<file path="config.mk">
export PLATFORM = sky130hd
export DESIGN_NAME = fbt_tx
export DESIGN_NICKNAME = d
export VERILOG_FILES = /design/src/rtl/fbt_pkg.sv /design/src/rtl/fbt_fifo.sv /design/src/rtl/fbt_seq.sv /design/src/rtl/fbt_line.sv /design/src/rtl/fbt_tx.sv
export SDC_FILE = /design/constraint.sdc
export NUM_CORES = 1
export LEC_CHECK = 0
export CAP_MARGIN = 20
export CELL_PAD_IN_SITES_DETAIL_PLACEMENT = 0
export CELL_PAD_IN_SITES_GLOBAL_PLACEMENT = 1
export CORE_UTILIZATION = 55
export CTS_CLUSTER_SIZE = 8
export DETAILED_ROUTE_END_ITERATION = 7
export PLACE_DENSITY_LB_ADDON = 0.1
export SKIP_LAST_GASP = 1
export SLEW_MARGIN = 0
export SYNTH_ARGS = -nofsm -noshare
export SYNTH_HDL_FRONTEND = slang
export SYNTH_HIERARCHICAL = 1
export SYNTH_SLANG_ARGS = --single-unit
</file>
<file path="constraint.sdc">
create_clock -name clk -period 7.62 [get_ports clk]
set_input_delay 1.524 -clock clk [delete_from_list [all_inputs] [get_ports clk]]
set_output_delay 1.524 -clock clk [all_outputs]
set_load 0.02 [all_outputs]
</file>
<file path="src/rtl/fbt_pkg.sv">
package fbt_pkg;

    localparam int SYMS = 8;
    localparam logic [7:0] PREAMBLE_BYTE = 8'h55;

    typedef enum logic [2:0] {
        ST_IDLE,
        ST_PRE,
        ST_SD,
        ST_DATA,
        ST_ED
    } fbt_state_e;

    // nd = non-data symbol; val = line level (non-data) or bit value (data)
    typedef struct packed {
        logic nd;
        logic val;
    } fbt_sym_t;

    typedef fbt_sym_t [SYMS-1:0] fbt_syms_t;

    localparam fbt_sym_t S_D0 = '{nd: 1'b0, val: 1'b0};
    localparam fbt_sym_t S_D1 = '{nd: 1'b0, val: 1'b1};
    localparam fbt_sym_t S_NP = '{nd: 1'b1, val: 1'b1};
    localparam fbt_sym_t S_NM = '{nd: 1'b1, val: 1'b0};

    function automatic fbt_syms_t data_syms(input logic [7:0] b);
        fbt_syms_t s;
        for (int i = 0; i < SYMS; i++) begin
            s[i] = '{nd: 1'b0, val: b[i]};
        end
        return s;
    endfunction

    // index 0 leaves first
    function automatic fbt_syms_t start_syms();
        fbt_syms_t s;
        s[0] = S_D1; s[1] = S_NP; s[2] = S_NM; s[3] = S_D1;
        s[4] = S_D0; s[5] = S_NM; s[6] = S_NP; s[7] = S_D0;
        return s;
    endfunction

    function automatic fbt_syms_t end_syms();
        fbt_syms_t s;
        s[0] = S_D1; s[1] = S_NP; s[2] = S_NM; s[3] = S_NP;
        s[4] = S_NM; s[5] = S_D1; s[6] = S_D0; s[7] = S_D1;
        return s;
    endfunction

    function automatic logic half_level(input fbt_sym_t s, input logic second);
        if (s.nd) return s.val;
        return second ? s.val : ~s.val;
    endfunction

endpackage

</file>
<file path="src/rtl/fbt_fifo.sv">
module fbt_fifo #(
    parameter int DEPTH = 16,
    parameter int W     = 8,
    localparam int AW   = $clog2(DEPTH),
    localparam int CW   = AW + 1
) (
    input  logic          clk,
    input  logic          rst,
    input  logic          wr_en,
    input  logic [W-1:0]  wr_data,
    input  logic          pop,
    input  logic [AW-1:0] thresh,
    output logic [W-1:0]  head,
    output logic          empty,
    output logic          full,
    output logic [CW-1:0] level,
    output logic          alarm,
    output logic          overflow
);

    logic [W-1:0]  mem [DEPTH];
    logic [AW-1:0] wp, rp;
    logic          do_wr, do_rd;

    assign full  = (level == CW'(DEPTH));
    assign empty = (level == '0);
    assign do_rd = pop && !empty;
    assign do_wr = wr_en && (!full || do_rd);
    assign head  = mem[rp];
    assign alarm = (thresh != '0) && (level >= CW'(thresh));

    always_ff @(posedge clk) begin
        if (do_wr) mem[wp] <= wr_data;
    end

    always_ff @(posedge clk) begin
        if (rst) begin
            wp       <= '0;
            rp       <= '0;
            level    <= '0;
            overflow <= 1'b0;
        end else begin
            if (do_wr) wp <= (wp == AW'(DEPTH - 1)) ? '0 : wp + 1'b1;
            if (do_rd) rp <= (rp == AW'(DEPTH - 1)) ? '0 : rp + 1'b1;
            if (do_wr && !do_rd)      level <= level + 1'b1;
            else if (do_rd && !do_wr) level <= level - 1'b1;
            if (wr_en && !do_wr) overflow <= 1'b1;
        end
    end

endmodule

</file>
<file path="src/rtl/fbt_seq.sv">
module fbt_seq
    import fbt_pkg::*;
#(
    parameter int PRE_W = 3
) (
    input  logic             clk,
    input  logic             rst,
    input  logic             half_tick,
    input  logic             fifo_empty,
    input  logic [7:0]       fifo_head,
    input  logic             rx_busy,
    input  logic             inhibit,
    input  logic [PRE_W-1:0] pre_count,
    output logic             pop,
    output logic             level,
    output logic             active
);

    localparam int IW = $clog2(SYMS);

    fbt_state_e        state;
    fbt_syms_t         syms;
    logic [IW-1:0]     idx;
    logic              second;
    logic [PRE_W-1:0]  pre_left;
    logic              sym_end, byte_end;

    assign active   = (state != ST_IDLE);
    assign sym_end  = half_tick && active && second;
    assign byte_end = sym_end && (idx == IW'(SYMS - 1)) && !inhibit;
    assign pop      = byte_end && ((state == ST_SD) ||
                                   (state == ST_DATA && !fifo_empty));
    assign level    = active ? half_level(syms[idx], second) : 1'b0;

    always_ff @(posedge clk) begin
        if (rst) begin
            state    <= ST_IDLE;
            syms     <= '0;
            idx      <= '0;
            second   <= 1'b0;
            pre_left <= '0;
        end else if (half_tick) begin
            if (state == ST_IDLE) begin
                if (!fifo_empty && !rx_busy && !inhibit) begin
                    state    <= ST_PRE;
                    syms     <= data_syms(PREAMBLE_BYTE);
                    idx      <= '0;
                    second   <= 1'b0;
                    pre_left <= (pre_count == '0) ? '0 : pre_count - 1'b1;
                end
            end else if (!second) begin
                second <= 1'b1;
            end else if (inhibit) begin
                state  <= ST_IDLE;
                second <= 1'b0;
                idx    <= '0;
            end else begin
                second <= 1'b0;
                idx    <= idx + 1'b1;
                if (idx == IW'(SYMS - 1)) begin
                    unique case (state)
                        ST_PRE: begin
                            if (pre_left != '0) begin
                                pre_left <= pre_left - 1'b1;
                                syms     <= data_syms(PREAMBLE_BYTE);
                            end else begin
                                state <= ST_SD;
                                syms  <= start_syms();
                            end
                        end
                        ST_SD: begin
                            state <= ST_DATA;
                            syms  <= data_syms(fifo_head);
                        end
                        ST_DATA: begin
                            if (!fifo_empty) begin
                                syms <= data_syms(fifo_head);
                            end else begin
                                state <= ST_ED;
                                syms  <= end_syms();
                            end
                        end
                        default: state <= ST_IDLE;
                    endcase
                end
            end
        end
    end

endmodule

</file>
<file path="src/rtl/fbt_line.sv">
module fbt_line (
    input  logic level,
    input  logic polarity,
    output logic line_out
);

    assign line_out = level ^ polarity;

endmodule

</file>
<file path="src/rtl/fbt_tx.sv">
module fbt_tx #(
    parameter int DEPTH = 16,
    parameter int PRE_W = 3,
    localparam int AW   = $clog2(DEPTH),
    localparam int CW   = AW + 1
) (
    input  logic             clk,
    input  logic             rst,
    input  logic             wr_en,
    input  logic [7:0]       wr_data,
    input  logic             rx_busy,
    input  logic             tx_inhibit,
    input  logic             polarity,
    input  logic [PRE_W-1:0] pre_count,
    input  logic             half_tick,
    input  logic [AW-1:0]    thresh,
    output logic             line_out,
    output logic             tx_active,
    output logic [CW-1:0]    fifo_level,
    output logic             fifo_full,
    output logic             level_alarm,
    output logic             overflow
);

    logic [7:0] head;
    logic       fifo_empty, fifo_pop, enc_level;

    fbt_fifo #(.DEPTH(DEPTH), .W(8)) u_fifo (
        .clk(clk), .rst(rst), .wr_en(wr_en), .wr_data(wr_data),
        .pop(fifo_pop), .thresh(thresh), .head(head), .empty(fifo_empty),
        .full(fifo_full), .level(fifo_level), .alarm(level_alarm),
        .overflow(overflow)
    );

    fbt_seq #(.PRE_W(PRE_W)) u_seq (
        .clk(clk), .rst(rst), .half_tick(half_tick), .fifo_empty(fifo_empty),
        .fifo_head(head), .rx_busy(rx_busy), .inhibit(tx_inhibit),
        .pre_count(pre_count), .pop(fifo_pop), .level(enc_level),
        .active(tx_active)
    );

    fbt_line u_line (
        .level(enc_level), .polarity(polarity), .line_out(line_out)
    );

endmodule

</file>
==> impl_metrics.env, run 1 <==
export IMPL_startpoint="thresh[0]"
export IMPL_crit_path_frequent_cell="clkdlybuf4s50_1"
export IMPL_path_class="in2out"
export IMPL_cp_top_family="buffers and inverters"
export IMPL_grt_first_pass_wirelength_um=22050
export IMPL_critical_path_arrival_ns=3.62
export IMPL_ys_ff_latch=167
export IMPL_port_buffers=31
export IMPL_cp_slowest_stage_delay_ns=0.55
export IMPL_cp_end_kind="primary output"
export IMPL_seq_area_frac_synth=0.6416
export IMPL_tns_ns=0
export IMPL_num_io_pins=32
export IMPL_wl_per_cell_um=19.94
export IMPL_drive_gt1_frac=0.1673
export IMPL_rows=41
export IMPL_dpl_hpwl_um=9234
export IMPL_grt_max_degree=39
export IMPL_slew_violations=0
export IMPL_status="complete, no violations"
export IMPL_cp_cell_sequence="clkdlybuf4s50_1 > ha_1 > nand2b_1 > a21o_1 > a2111oi_0 > nor3_1 > clkdlybuf4s50_1"
export IMPL_syn_avg_cell_area_um2=14.68
export IMPL_r2r_start="u_fifo/level[0]"
export IMPL_final_hold_viol_count=0
export IMPL_fin_crit_sh=0.6757
export IMPL_relSlewSlack=0.2779
export IMPL_postRouteAntennaNets=0
export IMPL_syn_nets=533
export IMPL_nFillCells=981
export IMPL_clk_latency_ns=0.42
export IMPL_die_area_um2=13570
export IMPL_root_buffer="clkbuf_16"
export IMPL_antenna_cells=0
export IMPL_fmax_mhz=194.2
export IMPL_track_usage=0.2303
export IMPL_viasPerCell=5.886
export IMPL_yosysWarnings=6
export IMPL_start_util=0.5666
export IMPL_setup_slack_ns=2.471
export IMPL_crit_fanout=2
export IMPL_setup_viol=0
export IMPL_overflow=0
export IMPL_synth_ff_type="edfxtp_1"
export IMPL_die_w_um=116.5
export IMPL_final_cell_mix="edfxtp_1 (128), nor2_1 (42), dfxtp_1 (38), mux4_2 (34), clkdlybuf4s50_1 (31)"
export IMPL_first_iter_violations=414
export IMPL_wl_um=14160
export IMPL_cts_resized=0
export IMPL_drc_errors=0
export IMPL_fin_cells=710
export IMPL_post_cts_setup_buffers=0
export IMPL_synthCells=491
export IMPL_dr_pass1_iters=5
export IMPL_cp_start_kind="input port"
export IMPL_p_total_uw=2169
export IMPL_worstPathBufferInverterCount=2
export IMPL_slowest_stage="clkdlybuf4s50_1"
export IMPL_syn2layout_area_growth_pct=14.63
export IMPL_rsz0062_at_grt="no"
export IMPL_met1_length_um=6680
export IMPL_p_leak_uw=0.002741
export IMPL_syn_area_um2=7208
export IMPL_grt_pass1_vias=3947
export IMPL_hold_start="u_seq/syms[3]"
export IMPL_hold_buffers=0
export IMPL_cts_buffers_inserted=17
export IMPL_power_per_cell_area_nw_per_um2=262.5
export IMPL_hold_ws_ns=0.4515
export IMPL_synth_edf_count=128
export IMPL_skew_ns=0.007422
export IMPL_final_common_cell="edfxtp_1"
export IMPL_clk_path_buf_depth=2
export IMPL_final_nets=568
export IMPL_grt_antenna_before_repair=0
export IMPL_highest_layer="met4"
export IMPL_cts_tree="yes"
export IMPL_clk_pin_slew_ns=0.06
export IMPL_die_h_um=116.5
export IMPL_worst_pin_slew_ns=1.079
export IMPL_holdPathStages=2
export IMPL_pre_cts_ws_ns=2.432
export IMPL_max_vdd_ir_drop_uv=149.7
export IMPL_cts_sinks=167
export IMPL_core_area_um2=12720
export IMPL_drv_cap=0
export IMPL_place_inst=675
export IMPL_cts_htree_levels=4
export IMPL_vias=4179
export IMPL_met3_length_um=693
export IMPL_met2_length_um=6607
export IMPL_crit_required_ns=6.10
export IMPL_synthDistinctLibCells=60
export IMPL_final_min_clock_period_ns=5.149
export IMPL_crit_cells=7
export IMPL_async_reset_ff_frac=0
export IMPL_gp_congestion=0.8043
export IMPL_hold_path_class="reg2reg"
export IMPL_reg2regPathDepth=15
==> logic make-up (layout without fill, tap and decap cells) <==
| family | Yosys count | count (layout) | synth area share |
|---|---|---|---|
| compound gates | 81 | 81 | 0.07898 |
| xor+xnor | 7 | 7 | 0.008506 |
| fa+ha+maj | 20 | 20 | 0.03576 |
| buf+inv | 42 | 89 | 0.02552 |
| flops | 167 | 167 | 0.6416 |
| mux | 41 | 41 | 0.1163 |
| simple gates | 133 | 133 | 0.09339 |
==> where the power goes <==
part	total, uW	leakage, uW	internal [uW]	switching [uW]
registers	1040	0.00147	1010	29.2
logic	290	0.000991	124	166
clock network	837	0.000278	488	349
total	2170	0.00274	1620	545
==> layer usage <==
layer,vias up,track usage
met2,94,0.3302
met1,2100,0.3454
met5,-,0
met4,0,0.08462
met3,17,0.05189
li1,1968,-
==> synthesized netlist by cell type (all sizes together), types with 7 or more instances <==
cell type	n	area, um2
edfxtp	128	3844
nor2	43	163.9
dfxtp	39	780.8
mux4	34	765.7
a21oi	30	150.1
nand2	28	105.1
ha	19	237.7
inv	18	67.56
nor3	18	101.4
a22oi	16	120.1
clkbuf	16	60.06
buf	8	56.30
o21ai	8	47.55
nand3	7	35.03
==> through the flow <==
stage               instance area [um2]  utilization
floorplan                          7208            -
global placement                   7656       0.6018
detailed placement                 7656       0.6018
CTS                                8235       0.6473
global route                       8263       0.6495
finish                             8263       0.6495
==> state kept, by name (all words and copies together), names as in the netlist, named ones only <==
name / count
u_seq/pre_left: 3
u_fifo/level: 5
u_seq/second: 1
u_fifo/rp: 4
u_seq/state: 3
u_seq/syms: 11
u_fifo/overflow: 1
u_fifo/mem: 128
u_fifo/wp: 4
u_seq/idx: 3
==> final timing paths <==
check	to	slack [ns]
worst min register to register	u_seq/syms[3]	0.45
worst max-delay path	level_alarm	2.47
worst min-delay path	u_seq/syms[3]	0.45
worst max register to register	u_fifo/level[4]	3.40
==> worst min-delay path, stage by stage, from the launching register on <==
cell and delay [ns]:
dfxtp_1 0.31, nand2_1 0.05, a21oi_1 0.05
==> area by class of cell <==
type	instances	area, um2	area share
clock buffer	19	432.9	0.05239
clock inverter	12	146.4	0.01772
inverter	18	67.56	0.008177
multi-input combinational	282	2400	0.2904
sequential	167	4626	0.5598
tap	172	215.2	0.02604
timing repair buffer	40	375.4	0.04543
(Power assumes the default switching activity.)
==> run 2, diff against run 1 <==
CORE_UTILIZATION = 46   (was 55)
clock period = 4.2 ns   (was 7.62 ns; I/O delays follow)
==> run 2 against run 1 <==
Against the previous run: global-route usage down 3.0 points; final cell count up 7.0%; flip-flop and latch count unchanged; cell area up 2.1%; die area up 19%; clock skew down 0.0019 ns; critical path depth up 8; largest power group unchanged; clock power up 92%; core utilization down 9.7 points.
==> impl_metrics.env, run 2 (same netlist as run 1, synthesis figures left out) <==
export IMPL_status="complete, no violations"
export IMPL_final_common_cell="edfxtp_1"
export IMPL_critical_path_endpoint="u_fifo/level[4]"
export IMPL_max_vdd_ir_drop_uv=277.0
export IMPL_track_usage=0.2007
export IMPL_reg2regPathDepth=15
export IMPL_critical_path_arrival_ns=4.09
export IMPL_swShare=0.2439
export IMPL_rsz0062_at_grt="no"
export IMPL_grt_first_pass_wirelength_um=23580
export IMPL_final_nets=581
export IMPL_placed_area_um2=7833
export IMPL_clkPwrFrac=0.397
export IMPL_clk_path_buf_depth=2
export IMPL_gp_congestion=0.7575
export IMPL_cts_resized=0
export IMPL_core_area_um2=15260
export IMPL_root_buffer="clkbuf_16"
export IMPL_reg_top3="u_fifo/mem: 128 flops, u_seq/syms: 11 flops, u_fifo/level: 5 flops"
export IMPL_grt_antenna_before_repair=0
export IMPL_largest_reg_flops=128
export IMPL_hold_buffers=0
export IMPL_die_h_um=127.2
export IMPL_grt_max_degree=28
export IMPL_fin_crit_sh=0.8986
export IMPL_drv_cap=0
export IMPL_die_w_um=127.2
export IMPL_wl_per_cell_um=19.28
export IMPL_cts_buffers_inserted=17
export IMPL_vias=4172
export IMPL_clk_pin_slew_ns=0.06
export IMPL_drive_gt1_frac=0.1840
export IMPL_overflow=0
export IMPL_switchingPower_uw=987.4
export IMPL_final_hold_viol_count=0
export IMPL_port_buffers=31
export IMPL_post_cts_setup_buffers=0
export IMPL_start_util=0.4724
export IMPL_p_int_uw=3060
export IMPL_cp_end_kind="flop"
export IMPL_slew_violations=0
export IMPL_skew_ns=0.005559
export IMPL_first_iter_violations=258
export IMPL_setup_viol=0
export IMPL_reg2reg_to="u_fifo/level[4]"
export IMPL_fmax_mhz=265.0
export IMPL_seqPwrFrac=0.467
export IMPL_startpoint="u_fifo/level[0]"
export IMPL_path_class="reg2reg"
export IMPL_combPwrFrac=0.136
export IMPL_viasPerCell=5.489
export IMPL_final_cell_mix="edfxtp_1 (128), nor2_1 (42), dfxtp_1 (38), mux4_2 (34), clkdlybuf4s50_1 (31)"
export IMPL_reg2reg_slack_ns=0.43
export IMPL_tns_ns=0
export IMPL_antenna_cells=0
export IMPL_r2r_start="u_fifo/level[0]"
export IMPL_p_total_uw=4048
export IMPL_postRouteAntennaNets=0
export IMPL_nFillCells=1257
export IMPL_hold_path_class="reg2reg"
export IMPL_crit_required_ns=4.51
export IMPL_grt_pass1_vias=4100
export IMPL_wl_um=14650
export IMPL_worst_pin_slew_ns=0.8727
export IMPL_die_area_um2=16170
export IMPL_clk_latency_ns=0.42
export IMPL_regMostFlops="u_fifo/mem"
export IMPL_p_leak_uw=0.002823
export IMPL_dpl_hpwl_um=9821
export IMPL_cts_sinks=167
export IMPL_syn2layout_area_growth_pct=17.03
export IMPL_cts_tree="yes"
export IMPL_crit_fanout=8
export IMPL_dr_pass1_iters=5
export IMPL_drc_errors=0
export IMPL_cp_start_kind="flop"
export IMPL_cts_htree_levels=4
export IMPL_rows=45
export IMPL_holdPathStages=2
export IMPL_num_io_pins=32
export IMPL_fin_area_um2=8436
export IMPL_final_min_clock_period_ns=3.774
export IMPL_relSlewSlack=0.4160
export IMPL_power_per_cell_area_nw_per_um2=479.8
[run 2: cell types whose count changed in the layout (fill, tap and decap cells not counted), sizes merged]
cell	delta
buf	+16
bufinv	+2
clkbuf	-5
clkinv	-1
inv	-1
[run 2: critical path: stages (launching register included)]
cell and delay, ns:
dfxtp_1 0.38, or4_4 0.65, nor2_1 0.21, nand2_1 0.12, nand2_1 0.16, nor3_1 0.08
buf_4 0.17, o31ai_4 0.32, inv_1 0.08, ha_1 0.22, inv_1 0.16, ha_1 0.29
a21oi_1 0.21, a211oi_1 0.10, a31oi_1 0.17, mux2_2 0.34
[run 2: worst min path at each step]
stage                       from                 to  slack [ns]
6_report       u_seq/pre_left[1]  u_seq/pre_left[1]        0.45
3_5_place_dp      u_seq/syms[11]     u_seq/syms[11]        0.44
5_1_grt            u_seq/syms[3]      u_seq/syms[3]        0.48
3_3_place_gp      u_seq/syms[11]     u_seq/syms[11]        0.44
2_1_floorplan     u_seq/syms[11]     u_seq/syms[11]        0.43
4_1_cts           u_seq/syms[11]     u_seq/syms[11]        0.45
[run 2: routing by layer]
metal,wire [um],GRT usage,vias up
li1,-,-,1984
met3,492,0.03811,13
met4,172,0.07353,0
met1,7011,0.2910,2102
met2,6974,0.3035,73
met5,0,0,-
[run 2: layout make-up]
cell class | instances | area (um2) | share of cell area
multi-input cells | 282 | 2400 | 0.2845
well taps | 211 | 264.0 | 0.03130
flip-flops and latches | 167 | 4626 | 0.5484
inverters | 18 | 67.56 | 0.008009
clock inverters | 12 | 177.7 | 0.02106
repair buffers | 53 | 475.5 | 0.05636
clock buffers | 17 | 425.4 | 0.05043
[run 2: power by group through the flow]
| stage | Combinational [uW] | Sequential (uW) | Clock (uW) |
|---|---|---|---|
| after detailed placement | 551 | 1930 | 0 |
| after global placement | 543 | 1920 | 0 |
| final | 551 | 1890 | 1610 |
| after global routing | 606 | 1900 | 1700 |
| after floorplan | 352 | 1930 | 0 |
| after CTS | 555 | 1890 | 1640 |
[run 2: stage by stage]
stage | utilization | hold WS [ns] | std cells | setup WS (ns)
after global placement | 0.5133 | 0.4382 | 731 | 0.4679
after floorplan | - | 0.4285 | 491 | 0.5090
after CTS | 0.5529 | 0.4529 | 760 | 0.4219
after detailed placement | 0.5133 | 0.4445 | 731 | 0.4280
after global routing | 0.5529 | 0.4762 | 760 | 0.1821
final | 0.5529 | 0.4539 | 760 | 0.4259
